--- src/rtl/fbu_pkg.sv ---
// Shared types for the framebuffer word unpacker.
// Assumes nothing beyond the enum encodings below.
package fbu_pkg;

    // Decode family of a pixel
    typedef enum logic [2:0] {
        FMT_INDEX = 3'd0,
        FMT_5551  = 3'd1,
        FMT_565   = 3'd2,
        FMT_444   = 3'd3,
        FMT_888   = 3'd4
    } pix_fmt_e;

    // Resolved pixel format: decode family, log2 of the slot width, channel swap
    typedef struct packed {
        pix_fmt_e   fmt;
        logic [2:0] lg;
        logic       swap;
    } pix_cfg_t;

endpackage

--- src/rtl/fbu_format_resolve.sv ---
// Turns the depth code, the swap control and the external 16-bit selector
// into a resolved pixel format. Purely combinational.
// Assumes EXTENDED picks the variant that decodes codes 6 and 7 natively.
module fbu_format_resolve
    import fbu_pkg::*;
#(
    parameter bit EXTENDED = 1'b0
) (
    input  logic [2:0] depth_code,
    input  logic [1:0] fmt_sel,
    input  logic       swap_rb,
    output pix_cfg_t   cfg
);

    // Decode for the 16-bit code under control of the external selector
    pix_cfg_t mux16;
    always_comb begin
        mux16.lg = 3'd4;
        case (fmt_sel)
            2'd1:    begin mux16.fmt = FMT_5551; mux16.swap = swap_rb; end
            2'd3:    begin mux16.fmt = FMT_565;  mux16.swap = 1'b1;    end
            default: begin mux16.fmt = FMT_565;  mux16.swap = swap_rb; end
        endcase
    end

    // Pick the final format from the depth code and the variant
    always_comb begin
        cfg.swap = swap_rb;
        cfg.lg   = 3'd4;
        cfg.fmt  = FMT_5551;
        case (depth_code)
            3'd0, 3'd1, 3'd2, 3'd3: begin
                cfg.fmt  = FMT_INDEX;
                cfg.lg   = depth_code;
                cfg.swap = 1'b0;
            end
            3'd5: begin
                cfg.fmt = FMT_888;
                cfg.lg  = 3'd5;
            end
            3'd4: begin
                if (EXTENDED) cfg.fmt = FMT_5551;
                else          cfg = mux16;
            end
            default: begin
                if (EXTENDED) cfg.fmt = (depth_code == 3'd6) ? FMT_565 : FMT_444;
                else          cfg = mux16;
            end
        endcase
    end

endmodule

--- src/rtl/fbu_line_bytes.sv ---
// Computes how many source bytes one display line occupies for a column
// count at the current depth. Assumes codes 4, 6 and 7 all use 16-bit slots.
module fbu_line_bytes #(
    parameter int COL_W = 12,
    localparam int OUT_W = COL_W + 2
) (
    input  logic [2:0]       depth_code,
    input  logic [COL_W-1:0] line_cols,
    output logic [OUT_W-1:0] line_bytes
);

    logic [OUT_W-1:0] cols_wide;
    assign cols_wide = {2'b00, line_cols};

    // Scale the column count by the pixel width in bytes
    always_comb begin
        case (depth_code)
            3'd0:    line_bytes = cols_wide >> 3;
            3'd1:    line_bytes = cols_wide >> 2;
            3'd2:    line_bytes = cols_wide >> 1;
            3'd3:    line_bytes = cols_wide;
            3'd5:    line_bytes = cols_wide << 2;
            default: line_bytes = cols_wide << 1;
        endcase
    end

    // Check the 8-bpp line size against the column count
    always_comb begin

        byte_depth_chk: assert (depth_code != 3'd3 || line_bytes == OUT_W'(line_cols));
    end

endmodule

--- src/rtl/fbu_pixel_seq.sv ---
// Holds one framebuffer word with the controls captured at acceptance.
// Steps through its pixels and presents the raw bit field of the current
// pixel at bit 0. Assumes WORD_W is a power of two, at least 32.
module fbu_pixel_seq
    import fbu_pkg::*;
#(
    parameter int WORD_W = 32
) (
    input  logic              clk,
    input  logic              rst_n,
    input  logic              word_valid,
    input  logic [WORD_W-1:0] word_data,
    output logic              word_ready,
    input  pix_cfg_t          cfg_in,
    input  logic              big_bytes_in,
    input  logic              big_pixels_in,
    output logic              pix_valid,
    input  logic              pix_ready,
    output pix_cfg_t          cfg_held,
    output logic [WORD_W-1:0] field
);

    localparam int IDX_W = $clog2(WORD_W);

    logic              full_q;
    logic [WORD_W-1:0] word_q;
    pix_cfg_t          cfg_q;
    logic              bb_q;
    logic              bp_q;
    logic [IDX_W-1:0]  idx_q;
    logic [IDX_W-1:0]  last_idx;
    logic [IDX_W-1:0]  mask;
    logic [IDX_W-1:0]  offset;
    int                slot_w;

    assign word_ready = !full_q;
    assign pix_valid  = full_q;
    assign cfg_held   = cfg_q;

    // Capture a word with its controls, then advance one pixel per accepted beat
    always_ff @(posedge clk) begin
        if (!rst_n) begin
            full_q <= 1'b0;
            word_q <= '0;
            cfg_q  <= pix_cfg_t'('0);
            bb_q   <= 1'b0;
            bp_q   <= 1'b0;
            idx_q  <= '0;
        end else if (word_valid && word_ready) begin
            full_q <= 1'b1;
            word_q <= word_data;
            cfg_q  <= cfg_in;
            bb_q   <= big_bytes_in;
            bp_q   <= big_pixels_in;
            idx_q  <= '0;
        end else if (full_q && pix_ready) begin
            if (idx_q == last_idx) full_q <= 1'b0;
            else                   idx_q  <= idx_q + 1'b1;
        end
    end

    // Locate the current pixel inside the held word under the captured ordering
    always_comb begin
        slot_w   = 1 << cfg_q.lg;
        last_idx = IDX_W'((WORD_W >> cfg_q.lg) - 1);
        if (bb_q)                       mask = IDX_W'(WORD_W - slot_w);
        else if (bp_q && cfg_q.lg < 3)  mask = IDX_W'(8 - slot_w);
        else                            mask = '0;
        offset = IDX_W'(idx_q << cfg_q.lg) ^ mask;
        field  = word_q >> offset;
    end


    accept_to_pixel_chk: assert property (@(posedge clk) disable iff (!rst_n)
        word_valid && word_ready |=> pix_valid && !word_ready);


    stall_hold_chk: assert property (@(posedge clk) disable iff (!rst_n)
        pix_valid && !pix_ready |=> pix_valid && $stable(field) && $stable(cfg_held));


    last_frees_input_chk: assert property (@(posedge clk) disable iff (!rst_n)
        pix_valid && pix_ready && idx_q == last_idx |=> word_ready);

endmodule

--- src/rtl/fbu_color_expand.sv ---
// Decodes the raw field of one pixel into either a palette index or an
// 8-bit-per-channel colour. Assumes the field is at least 32 bits wide.
module fbu_color_expand
    import fbu_pkg::*;
#(
    parameter int WORD_W = 32
) (
    input  pix_cfg_t          cfg,
    input  logic [WORD_W-1:0] field,
    output logic              is_index,
    output logic [7:0]        index,
    output logic [23:0]       rgb
);

    logic [7:0] ch_lo;
    logic [7:0] ch_mid;
    logic [7:0] ch_hi;
    logic [7:0] idx_mask;

    // Pull out the three channels, widened by zero fill on the right
    always_comb begin
        ch_lo  = '0;
        ch_mid = '0;
        ch_hi  = '0;
        case (cfg.fmt)
            FMT_5551: begin
                ch_lo  = {field[4:0],   3'b000};
                ch_mid = {field[9:5],   3'b000};
                ch_hi  = {field[14:10], 3'b000};
            end
            FMT_565: begin
                ch_lo  = {field[4:0],   3'b000};
                ch_mid = {field[10:5],  2'b00};
                ch_hi  = {field[15:11], 3'b000};
            end
            FMT_444: begin
                ch_lo  = {field[3:0],  4'h0};
                ch_mid = {field[7:4],  4'h0};
                ch_hi  = {field[11:8], 4'h0};
            end
            FMT_888: begin
                ch_lo  = field[7:0];
                ch_mid = field[15:8];
                ch_hi  = field[23:16];
            end
            default: ;
        endcase
    end

    // Drive either the index or the swapped-as-needed colour
    always_comb begin
        idx_mask = 8'((1 << (1 << cfg.lg)) - 1);
        is_index = (cfg.fmt == FMT_INDEX);
        if (is_index) begin
            index = field[7:0] & idx_mask;
            rgb   = '0;
        end else begin
            index = '0;
            rgb   = cfg.swap ? {ch_hi, ch_mid, ch_lo} : {ch_lo, ch_mid, ch_hi};
        end
    end

    // Check that the two output kinds never overlap
    always_comb begin

        index_rgb_clear_chk: assert (!is_index || rgb == 24'h0);

        direct_index_clear_chk: assert (is_index || index == 8'h00);
    end

endmodule

--- src/rtl/fb_word_unpacker.sv ---
// Top of the framebuffer word unpacker: resolves the format, sequences the
// pixels of each held word, decodes them and reports the line size.
// Assumes 32-bit words (WORD_W) and controls sampled at word acceptance.
module fb_word_unpacker
    import fbu_pkg::*;
#(
    parameter int WORD_W   = 32,
    parameter int COL_W    = 12,
    parameter bit EXTENDED = 1'b0
) (
    input  logic              clk,
    input  logic              rst_n,
    input  logic [2:0]        depth_code,
    input  logic              order_big_bytes,
    input  logic              order_big_pixels,
    input  logic              swap_rb,
    input  logic [1:0]        fmt_sel,
    input  logic              word_valid,
    input  logic [WORD_W-1:0] word_data,
    output logic              word_ready,
    output logic              pix_valid,
    input  logic              pix_ready,
    output logic              pix_is_index,
    output logic [7:0]        pix_index,
    output logic [23:0]       pix_rgb,
    input  logic [COL_W-1:0]  line_cols,
    output logic [COL_W+1:0]  line_bytes
);

    pix_cfg_t          cfg_now;
    pix_cfg_t          cfg_held;
    logic [WORD_W-1:0] field;

    fbu_format_resolve #(.EXTENDED(EXTENDED)) u_resolve (
        .depth_code (depth_code),
        .fmt_sel    (fmt_sel),
        .swap_rb    (swap_rb),
        .cfg        (cfg_now)
    );

    fbu_pixel_seq #(.WORD_W(WORD_W)) u_seq (
        .clk           (clk),
        .rst_n         (rst_n),
        .word_valid    (word_valid),
        .word_data     (word_data),
        .word_ready    (word_ready),
        .cfg_in        (cfg_now),
        .big_bytes_in  (order_big_bytes),
        .big_pixels_in (order_big_pixels),
        .pix_valid     (pix_valid),
        .pix_ready     (pix_ready),
        .cfg_held      (cfg_held),
        .field         (field)
    );

    fbu_color_expand #(.WORD_W(WORD_W)) u_expand (
        .cfg      (cfg_held),
        .field    (field),
        .is_index (pix_is_index),
        .index    (pix_index),
        .rgb      (pix_rgb)
    );

    fbu_line_bytes #(.COL_W(COL_W)) u_lines (
        .depth_code (depth_code),
        .line_cols  (line_cols),
        .line_bytes (line_bytes)
    );

endmodule

--- config.mk ---
export PLATFORM = sky130hd
export DESIGN_NAME = fb_word_unpacker
export DESIGN_NICKNAME = d
export VERILOG_FILES = /design/src/rtl/fbu_pkg.sv /design/src/rtl/fbu_format_resolve.sv /design/src/rtl/fbu_line_bytes.sv /design/src/rtl/fbu_pixel_seq.sv /design/src/rtl/fbu_color_expand.sv /design/src/rtl/fb_word_unpacker.sv
export SDC_FILE = /design/constraint.sdc
export NUM_CORES = 1
export LEC_CHECK = 0
export ABC_AREA = 1
export CORE_MARGIN = 2
export CORE_UTILIZATION = 46
export DETAILED_ROUTE_END_ITERATION = 6
export DONT_BUFFER_PORTS = 1
export GPL_TIMING_DRIVEN = 0
export MAX_ROUTING_LAYER = met4
export PLACE_DENSITY_LB_ADDON = 0.15
export RECOVER_POWER = 25
export SYNTH_ARGS = -nofsm -noshare
export SYNTH_HDL_FRONTEND = slang
export SYNTH_SLANG_ARGS = --single-unit
--- constraint.sdc ---
create_clock -name clk -period 5.6 [get_ports clk]
set_clock_uncertainty 0.15 [all_clocks]
set_input_delay 1.12 -clock clk [delete_from_list [all_inputs] [get_ports clk]]
set_output_delay 1.12 -clock clk [all_outputs]
set_load 0.01 [all_outputs]
==> summary.txt, run 1 <==
======================================================================================
Maximum vdd drop                                                            0.000134 V
Net total in the final layout                                                      953
Primary flip-flop cell chosen by synthesis mapping                        sky130_fd_sc_hd__dfxtp_1
Number of enable-type register cells in the synthesized netlist                      0
YS warnings                                                                          0
GR Overflow Total                                                                    0
Most frequently used cell type in the post-synthesis netlist              sky130_fd_sc_hd__nand3_1
Sequential fraction of the synthesis area                                        0.183
Clock root cell                                                           sky130_fd_sc_hd__clkbuf_8
Height of the die                                                               110 um
Async S/R FF share, synth                                                            0
Min Clock Period, post-route                                                   4650 ps
Diode count                                                                          0
Highest-delay cell along the critical path                                sky130_fd_sc_hd__nor3_1
Count of port buffers added during placement                                         0
Vias                                                                              6160
Power density cells                                                        269 nW/um^2
Avg Vias per Cell                                                                 5.97
Wire length reported by the detailed router                                   17000 um
Sink Count                                                                          47
Cell type with the largest total area after synthesis                     sky130_fd_sc_hd__nand3_1
Signed area change from the synthesized netlist to the final layout              5.48%
Detailed-routing iteration count for the pre-antenna-repair pass                     5
Num rows                                                                            38
Filler instances                                                                  1204
Achievable frequency                                                           215 MHz
Count of H-tree levels built during CTS                                              2
Placed Cells                                                                      1025
Crit path capture type                                                     output port
Antenna violation net count after detailed routing                                   0
Cells after synthesis                                                              885
Area of the core                                                            10900 um^2
DRT iter0 DRCs                                                                     663
Area share of the leading cell type in the synthesized netlist                   0.228
Outcome                                                                      completed
Count of endpoints failing hold in the final timing report                           0
# Max-Cap Violations                                                                 0
Setup TNS Final                                                                   0 ps
Final period util                                                                0.830
Worst slew margin relative to its limit                                          0.392
Buffers plus inverters on the worst setup path                                       4
Type of origin of the critical path                                           register
CP required                                                                    4330 ps
Detail-routed net length per standard cell                                     16.5 um
Fraction of layout instances using a drive strength above 1                     0.0852
Top post-synthesis cells by count                                         234 x sky130_fd_sc_hd__nand3_1, 211 x sky130_fd_sc_hd__nand2_1, 88 x sky130_fd_sc_hd__inv_1
Arrival time worst endpoint                                                    3380 ps
Number of global-route vias before repair                                         5547
Classification of the worst-slack hold path                               register to register
Effective utilization at floorplan                                               0.472
Net count after synthesis                                                          946
Highest fanout seen on the critical path                                            10
Total CTS buffers                                                                    5
CTS clock-pin slew for the worst setup and hold paths                            90 ps
Setup repair after global routing missed its margin                              false
Critical-path cell list                                                   buf_6 > inv_1 > nand2_1 > nor2_1 > inv_1 > ha_1 > nand2_1 > nand2_1 > nand2_2 > buf_2 > nand3_1 > nand3_1 > nand3_1 > nand3_1 > nand3_1 > nor3_1
Floorplan die area                                                          12000 um^2
Largest stage delay on the critical path                                        370 ps
Cell type group with the largest total delay on the critical path         simple AND/OR/NAND/NOR gates
Worst skew pair latency                                                         310 ps
DR DRC count                                                                         0
Placed wire-length estimate after detailed placement                          13800 um
P_leak                                                                      0.00252 uW
Total count of max-transition violations in the final report                         0
Final Wtd Congestion                                                              1.05
# Post-CTS Setup Buffers                                                             0
Total global routing track utilization                                           0.299
Clock tree buffer depth                                                              2
IO Count                                                                           105
Overall die width                                                               110 um
Most used cell along the critical path                                    sky130_fd_sc_hd__nand3_1
Netlist area before placement                                                5140 um^2
Global-route wire length before repair                                        27300 um
Number of antenna violations at the first check in global routing                    0
Number of standard cells in the final layout excluding fillers                    1032
Overall power after layout                                                     1460 uW
Class of the most critical setup path                                     register to output port
CTS-repair resized insts                                                             0
Area contributors post-synth                                              sky130_fd_sc_hd__nand3_1 23%, sky130_fd_sc_hd__dfxtp_1 18%, sky130_fd_sc_hd__nand2_1 15%, sky130_fd_sc_hd__inv_1 6.4%, sky130_fd_sc_hd__a21oi_1 4.4%
Transition time at the pin with the least slew margin                           905 ps
Hold buffer count at cts                                                             0
Pin count of the biggest net entering global routing                                15
Number of distinct standard cells referenced by the synthesized netlist             42
Synth Area per Inst                                                          5.81 um^2
Post-synthesis sequential element count                                             47
Final Setup Violations                                                               0
TritonCTS clock tree                                                             built
======================================================================================
==> layout make-up <==
cell class,instances,area [um^2],area share
clock inverters,2,37.5,0.00693
multi-input cells,697,3570,0.660
inverters,94,358,0.0660
clock buffers,5,68.8,0.0127
well taps,140,175,0.0323
plain buffers,47,264,0.0487
flip-flops and latches,47,941,0.174
==> metrics by stage <==
stage / hold slack (ps) / utilization / cell area, um^2 / setup slack (ps)
floorplan: 280 / - / 5140 / 1980
CTS: 325 / 0.498 / 5420 / 972
global route: 364 / 0.498 / 5420 / 706
finish: 321 / 0.498 / 5420 / 953
global placement: 314 / 0.488 / 5310 / 1310
detailed placement: 312 / 0.488 / 5310 / 1310
==> routing by layer <==
metal,up-vias,part of all wire,global-route usage
li1,3041,-,-
met1,2810,0.43,0.397
met2,270,0.47,0.472
met3,39,0.078,0.0415
met4,0,0.023,0.0868
met5,-,0,-
==> where the power goes <==
group,total (uW),internal (uW),switching (uW)
sequential,368,356,11.8
clock,247,131,117
combinational,840,255,586
total,1460,741,714
==> cell usage in the layout, fill, tap and decap left out, types with 3 or more instances in the layout <==
cell type,count
sky130_fd_sc_hd__o21ai_0,43
sky130_fd_sc_hd__clkbuf_8,5
sky130_fd_sc_hd__mux2i_1,4
sky130_fd_sc_hd__a21oi_2,3
sky130_fd_sc_hd__ha_1,5
sky130_fd_sc_hd__nand3_1,234
sky130_fd_sc_hd__clkbuf_1,18
sky130_fd_sc_hd__buf_2,16
sky130_fd_sc_hd__a21oi_1,45
sky130_fd_sc_hd__xor2_1,4
sky130_fd_sc_hd__inv_2,4
sky130_fd_sc_hd__nand2_1,211
sky130_fd_sc_hd__buf_6,5
sky130_fd_sc_hd__inv_1,88
sky130_fd_sc_hd__nand2_2,11
sky130_fd_sc_hd__nand4_1,13
sky130_fd_sc_hd__buf_4,8
sky130_fd_sc_hd__nor2_1,39
sky130_fd_sc_hd__dfxtp_1,47
sky130_fd_sc_hd__and2_1,3
sky130_fd_sc_hd__and3_1,3
sky130_fd_sc_hd__o22ai_1,16
sky130_fd_sc_hd__o221ai_1,9
sky130_fd_sc_hd__nand3_2,9
sky130_fd_sc_hd__o21ai_1,7
sky130_fd_sc_hd__nor3_1,6
sky130_fd_sc_hd__a221oi_1,8
sky130_fd_sc_hd__o211ai_1,5
==> kinds of logic (layout without fill, tap and decap cells) <==
| family | count (synthesis) | count (layout) | synth area share |
|---|---|---|---|
| muxes | 4 | 4 | 0.00779 |
| and+or+nand+nor | 537 | 537 | 0.489 |
| DFF | 47 | 47 | 0.183 |
| xor gates and xnor gates | 8 | 8 | 0.0224 |
| AOI/OAI and AO/OA | 143 | 143 | 0.164 |
| adders and majority gates | 5 | 5 | 0.0122 |
| buffers and inverters | 141 | 148 | 0.121 |
==> path summary, 6_finish.rpt <==
kind / startpoint / cells after the start / to / slack, ps
min reg2reg: u_seq.word_q[6] / 2 / u_seq.word_q[6] / 320
max reg2reg: u_seq.cfg_held[3] / 12 / u_seq.idx_q[4] / 2870
max: u_seq.cfg_held[2] / 16 / pix_index[6] / 950
min: u_seq.word_q[6] / 2 / u_seq.word_q[6] / 320
==> sequential cells by signal, indices dropped and copies added (netlist names) <==
name,count
u_seq.word_q,32
u_seq.pix_valid,1
u_seq.idx_q,5
u_seq.bp_q,1
u_seq.cfg_held,7
u_seq.bb_q,1
==> worst register-to-register path, delay by kind of cell (launching register included) <==
kind	cells	cell delay, ps
compound gates	5	780
simple gates	4	660
flops	1	500
fa+ha+maj	1	300
xor+xnor	1	140
buf+inv	1	130
(Power assumes the default switching activity.)
==> run 2, diff against run 1 <==
==> constraint.sdc (replaced) <==
create_clock -name clk -period 4.4 [get_ports clk]
set_clock_uncertainty 0.15 [all_clocks]
set_input_delay 0.88 -clock clk [delete_from_list [all_inputs] [get_ports clk]]
set_output_delay 0.88 -clock clk [all_outputs]
set_load 0.01 [all_outputs]
==> summary.txt, run 2 (same netlist as run 1, synthesis figures left out) <==
==================================================================================
Floorplan die area                                                      12000 um^2
Commonest non-fill, non-tap cell in the layout                        sky130_fd_sc_hd__nand3_1
Total count of max-transition violations in the final report                     0
Final Util                                                                   0.507
Most frequent cells in the layout                                     231 x sky130_fd_sc_hd__nand3_1, 209 x sky130_fd_sc_hd__nand2_1, 88 x sky130_fd_sc_hd__inv_1
Detailed-routing iteration count for the pre-antenna-repair pass                 6
Effective utilization at floorplan                                           0.472
Overall die width                                                           110 um
Worst skew pair latency                                                     310 ps
Signed area change from the synthesized netlist to the final layout          7.43%
Height of the die                                                           110 um
Class of the most critical setup path                                 register to output port
Placed wire-length estimate after detailed placement                      13800 um
Min Clock Period, post-route                                               4220 ps
Fraction of power consumed by combinational cells                            0.585
Endpoint of the worst register-to-register path                       u_seq.idx_q[4]
Achievable frequency                                                       237 MHz
Setup TNS Final                                                               0 ps
Global-route wire length before repair                                    27300 um
Fraction of layout instances using a drive strength above 1                 0.0997
Top reg by flops                                                      u_seq.word_q
Endpoint, Worst Hold                                                  u_seq.word_q[6]
IO Count                                                                       105
Filler instances                                                              1201
Classification of the worst-slack hold path                           register to register
Final period util                                                            0.960
Total CTS buffers                                                                5
Clock tree buffer depth                                                          2
Cell type group with the largest total delay on the critical path     simple AND/OR/NAND/NOR gates
CTS clock-pin slew for the worst setup and hold paths                        90 ps
Buffers plus inverters on the worst setup path                                   6
Antenna violation net count after detailed routing                               0
# Max-Cap Violations                                                             0
Power density cells                                                    343 nW/um^2
R2R setup slack                                                            1640 ps
Worst setup margin                                                          178 ps
Pin count of the biggest net entering global routing                            15
Overall power after layout                                                 1890 uW
Count of port buffers added during placement                                     0
Net switching power                                                         929 uW
P_leak                                                                  0.00254 uW
Highest fanout seen on the critical path                                        10
Sw Ratio                                                                     0.491
Net total in the final layout                                                  954
Setup crit start                                                      u_seq.cfg_held[2]
Number of antenna violations at the first check in global routing                0
Critical-path cell list                                               buf_6 > inv_1 > nand2_2 > nor2_4 > inv_1 > ha_1 > inv_1 > nand3_2 > nand3_4 > xnor2_4 > buf_12 > buf_2 > nand3_1 > nand3_1 > nand3_2 > nand3_1 > o21ai_1 > nor2_1 > nor2_2
GR Overflow Total                                                                0
Power Internal                                                              964 uW
Transition time at the pin with the least slew margin                       906 ps
Vias                                                                          6186
Final Wtd Congestion                                                          1.05
Type of origin of the critical path                                       register
Diode count                                                                      0
CP required                                                                3370 ps
Outcome                                                                  completed
DR DRC count                                                                     0
Total global routing track utilization                                       0.299
Clock share of power                                                         0.167
Sink Count                                                                      47
Clock root cell                                                       sky130_fd_sc_hd__clkbuf_8
Crit path capture type                                                 output port
Worst slew margin relative to its limit                                      0.392
Arrival time worst endpoint                                                3190 ps
TritonCTS clock tree                                                         built
Highest-delay cell along the critical path                            sky130_fd_sc_hd__dfxtp_1
Count of H-tree levels built during CTS                                          2
DRT iter0 DRCs                                                                 616
Sequential power share                                                       0.248
WHS                                                                         321 ps
Maximum vdd drop                                                        0.000170 V
Largest stage delay on the critical path                                    310 ps
Setup WS pre-CTS                                                            351 ps
Final Setup Violations                                                           0
Startpoint of the worst-slack reg-to-reg timing path                  u_seq.cfg_held[3]
Number of global-route vias before repair                                     5547
Hold Crit Start                                                       u_seq.word_q[6]
Number of flip-flops in the largest register                                    32
Wire length reported by the detailed router                               17200 um
Area of the core                                                        10900 um^2
Detail-routed net length per standard cell                                 16.6 um
Hold Path Cell Cnt                                                               2
Worst reg-to-reg path cell count                                                12
Num rows                                                                        38
Count of endpoints failing hold in the final timing report                       0
Avg Vias per Cell                                                             5.99
==================================================================================
-- run 2: cell count changes in the layout (fill, tap and decap cells not counted), sizes merged --
cell	before	now
clkbuf	23	27
buf	29	26
-- run 2: stage by stage --
stage          cells  cell area (um^2)
4_1_cts         1032              5420
3_3_place_gp    1025              5310
6_report        1033              5520
5_1_grt         1033              5520
3_5_place_dp    1025              5310
2_1_floorplan    885              5140
-- run 2: cell type report --
| class | instances | area [um^2] | share of cell area |
|---|---|---|---|
| Multi-Input combinational cell | 697 | 3630 | 0.659 |
| Sequential cell | 47 | 941 | 0.170 |
| Inverter | 94 | 358 | 0.0648 |
| Buffer | 47 | 284 | 0.0515 |
| Tap cell | 140 | 175 | 0.0317 |
| Clock buffer | 5 | 68.8 | 0.0125 |
| Clock inverter | 2 | 37.5 | 0.00680 |
| Timing Repair Buffer | 1 | 20.0 | 0.00363 |
-- run 2: repair_timing --
item	CTS	global route
gates resized for setup	0	22
buffers inserted	0	1
hold buffers	0	0
endpoints found under the setup margin	0	27
-- run 2: worst register-to-register path, cell delays in order (launching register included) --
cell and delay [ps]:
sky130_fd_sc_hd__dfxtp_1 540, sky130_fd_sc_hd__inv_4 140, sky130_fd_sc_hd__nor2_1 210, sky130_fd_sc_hd__nand2_1 130, sky130_fd_sc_hd__ha_1 300, sky130_fd_sc_hd__xor2_1 140
sky130_fd_sc_hd__o211ai_1 100, sky130_fd_sc_hd__a21oi_1 80, sky130_fd_sc_hd__a31oi_1 390, sky130_fd_sc_hd__nand3_1 170, sky130_fd_sc_hd__nor2_1 150, sky130_fd_sc_hd__o21ai_0 80
sky130_fd_sc_hd__a21oi_1 120
-- run 2: worst max path at each step --
stage,endpoint,slack (ps),depth (start not counted)
floorplan,pix_rgb[19],1020,17
global placement,pix_index[6],350,16
detailed placement,pix_index[6],350,16
CTS,pix_index[6],10,16
global route,pix_rgb[3],-6,18
finish,pix_rgb[19],180,19
-- run 2: layer usage --
metal / track usage / vias up / wire length, um
met5: - / - / 0
met4: 0.0868 / 0 / 397
met3: 0.0415 / 33 / 1320
met2: 0.472 / 257 / 8020
met1: 0.397 / 2851 / 7450
li1: - / 3045 / -
-- run 2: power by group through the flow --
| stage | clock [uW] | combinational, uW | sequential [uW] |
|---|---|---|---|
| CTS | 320 | 1050 | 469 |
| floorplan | 0 | 793 | 475 |
| detailed placement | 0 | 1040 | 479 |
| finish | 316 | 1110 | 469 |
| global route | 336 | 1220 | 473 |
| global placement | 0 | 1040 | 478 |
==> run 3, diff against run 2 <==
--- a/config.mk
+++ b/config.mk
@@ -5,7 +5,7 @@
 export SDC_FILE = /design/constraint.sdc
 export NUM_CORES = 1
 export LEC_CHECK = 0
-export ABC_AREA = 1
+export ABC_AREA = 0
 export CORE_MARGIN = 2
 export CORE_UTILIZATION = 46
 export DETAILED_ROUTE_END_ITERATION = 6
==> summary.txt, run 3 <==
======================================================================================
Wire length reported by the detailed router                                   20300 um
Clock root cell                                                           sky130_fd_sc_hd__clkbuf_16
# Max-Cap Violations                                                                 0
Fraction of layout instances using a drive strength above 1                      0.350
Sequential power share                                                           0.245
Floorplan die area                                                          12500 um^2
Number of distinct standard cells referenced by the synthesized netlist             82
Power density cells                                                        284 nW/um^2
Final Wtd Congestion                                                             0.972
Power Internal                                                                 1180 uW
CP required                                                                    3370 ps
Netlist area before placement                                                5330 um^2
Type of origin of the critical path                                           register
Worst reg-to-reg path cell count                                                    12
Fraction of power consumed by combinational cells                                0.529
Most frequent cells in the layout                                         67 x sky130_fd_sc_hd__nand2_1, 45 x sky130_fd_sc_hd__mux2i_1, 45 x sky130_fd_sc_hd__dfxtp_1
CP Depth                                                                            16
Transition time at the pin with the least slew margin                          1220 ps
Arrival time worst endpoint                                                    3800 ps
Sink Count                                                                          47
Outcome                                                                   finished, violations left
Overall power after layout                                                     1970 uW
Vias                                                                              5724
Count of port buffers added during placement                                         0
YS warnings                                                                          0
Cell type with the largest total area after synthesis                     sky130_fd_sc_hd__dfxtp_1
Largest stage delay on the critical path                                        370 ps
Worst skew pair latency                                                         300 ps
Buffers plus inverters on the worst setup path                                       4
Area share of the leading cell type in the synthesized netlist                   0.177
TritonCTS clock tree                                                             built
Commonest non-fill, non-tap cell in the layout                            sky130_fd_sc_hd__nand2_1
Total CTS buffers                                                                    5
Class of the most critical setup path                                     register to output port
Sequential fraction of the synthesis area                                        0.177
Failing checks                                                            negative setup slack
Net total in the final layout                                                      755
Number of enable-type register cells in the synthesized netlist                      0
Hold Path Cell Cnt                                                                   1
Signed area change from the synthesized netlist to the final layout              30.5%
Number of global-route vias before repair                                         5450
Achievable frequency                                                           207 MHz
Area contributors post-synth                                              sky130_fd_sc_hd__dfxtp_1 18%, sky130_fd_sc_hd__mux2i_1 12%, sky130_fd_sc_hd__mux4_2 8.9%, sky130_fd_sc_hd__a22o_1 5.4%, sky130_fd_sc_hd__nand2_1 4.9%
IO Count                                                                           105
Net count after synthesis                                                          705
Post-synthesis sequential element count                                             47
Net switching power                                                             793 uW
Global-route wire length before repair                                        31000 um
Setup repair after global routing missed its margin                               true
Detailed-routing iteration count for the pre-antenna-repair pass                     5
Top post-synthesis cells by count                                         70 x sky130_fd_sc_hd__nand2_1, 64 x sky130_fd_sc_hd__mux2i_1, 51 x sky130_fd_sc_hd__nor2_1
Top reg by flops                                                          u_seq.word_q
Crit path capture type                                                     output port
Count of endpoints failing hold in the final timing report                           0
Maximum vdd drop                                                            0.000243 V
Most frequently used cell type in the post-synthesis netlist              sky130_fd_sc_hd__nand2_1
Cell type group with the largest total delay on the critical path         simple AND/OR/NAND/NOR gates
Critical-path cell list                                                   buf_8 > nor3_4 > inv_2 > ha_4 > and3b_2 > o211ai_1 > o2111ai_2 > nand2_4 > buf_8 > buf_12 > mux2i_2 > a22oi_2 > nor3_2 > nor3_4 > o211ai_1 > mux2_4
Synth Area per Inst                                                          8.27 um^2
Number of flip-flops in the largest register                                        32
Worst setup margin                                                             -430 ps
Clock share of power                                                             0.227
Placed wire-length estimate after detailed placement                          14700 um
Cells after synthesis                                                              644
Classification of the worst-slack hold path                               register to register
Worst slew margin relative to its limit                                          0.189
Final Setup Violations                                                              27
Count of H-tree levels built during CTS                                              2
Overall die width                                                               112 um
Total count of max-transition violations in the final report                         0
Antenna violation net count after detailed routing                                   0
Avg Vias per Cell                                                                 6.83
Final Util                                                                       0.611
Area of the core                                                            11400 um^2
Async S/R FF share, synth                                                            0
DRT iter0 DRCs                                                                     665
Num rows                                                                            39
Total global routing track utilization                                           0.320
Highest fanout seen on the critical path                                             6
GR Overflow Total                                                                    0
Detail-routed net length per standard cell                                     24.2 um
Highest-delay cell along the critical path                                sky130_fd_sc_hd__dfxtp_4
Number of antenna violations at the first check in global routing                    0
Clock tree buffer depth                                                              2
CTS clock-pin slew for the worst setup and hold paths                            70 ps
Sw Ratio                                                                         0.402
Final period util                                                                 1.10
DR DRC count                                                                         0
Height of the die                                                               112 um
Pin count of the biggest net entering global routing                                17
Min Clock Period, post-route                                                   4830 ps
Primary flip-flop cell chosen by synthesis mapping                        sky130_fd_sc_hd__dfxtp_1
Effective utilization at floorplan                                               0.468
Diode count                                                                          0
Setup TNS Final                                                               -6380 ps
P_leak                                                                      0.00260 uW
======================================================================================
[run 3: logic make-up (layout without fill, tap and decap cells)]
logic type,Yosys count,count (layout),share of synthesized area
simple gates,231,232,0.220
compound gates,178,178,0.247
mux,104,104,0.252
buf+inv,66,116,0.0691
flops,47,47,0.177
xor+xnor,13,13,0.0242
fa+ha+maj,5,5,0.0117
[run 3: routing by layer]
| metal | GRT usage | up-vias | wire length (um) |
|---|---|---|---|
| li1 | - | 2587 | - |
| met1 | 0.438 | 2729 | 8770 |
| met2 | 0.480 | 344 | 9110 |
| met3 | 0.0392 | 64 | 1550 |
| met4 | 0.135 | 0 | 863 |
| met5 | - | - | 0 |
[run 3: path summary, 6_finish.rpt]
| kind | from | to | slack, ps |
|---|---|---|---|
| worst max register to register | u_seq.cfg_held[2] | u_seq.idx_q[4] | 1250 |
| worst min register to register | u_seq.word_q[0] | u_seq.word_q[0] | 340 |
| worst min-delay path | u_seq.word_q[0] | u_seq.word_q[0] | 340 |
| worst max-delay path | u_seq.cfg_held[2] | pix_rgb[23] | -430 |
[run 3: layout make-up]
cell class                 count  area [um^2]
multi-input combinational    532         4830
fill                         989         4420
sequential                    47          946
timing repair buffer          43          402
buffer                        54          383
tap                          143          179
clock buffer                   5          125
clock inverter                 3         47.5
inverter                      11         41.3
[run 3: power by group through the flow]
stage / logic, uW / clock network, uW / registers, uW
6_report: 1040 / 447 / 482
5_1_grt: 1100 / 467 / 487
4_1_cts: 873 / 446 / 480
3_5_place_dp: 726 / 0 / 489
3_3_place_gp: 726 / 0 / 487
2_1_floorplan: 555 / 0 / 479
[run 3: repair_timing]
item	CTS	global route
endpoints found under the setup margin	32	32
hold buffers	0	0
resized for setup	103	105
pin swaps	32	36
gates cloned	3	0
setup buffers	24	22
[run 3: through the flow]
| step | instances | cell area, um^2 | hold WS [ps] | setup WS, ps |
|---|---|---|---|---|
| after floorplan | 644 | 5330 | 299 | 137 |
| after global placement | 787 | 5510 | 328 | -766 |
| after detailed placement | 787 | 5510 | 331 | -772 |
| after CTS | 821 | 6360 | 345 | -318 |
| after global routing | 838 | 6950 | 390 | -568 |
| final | 838 | 6950 | 343 | -430 |
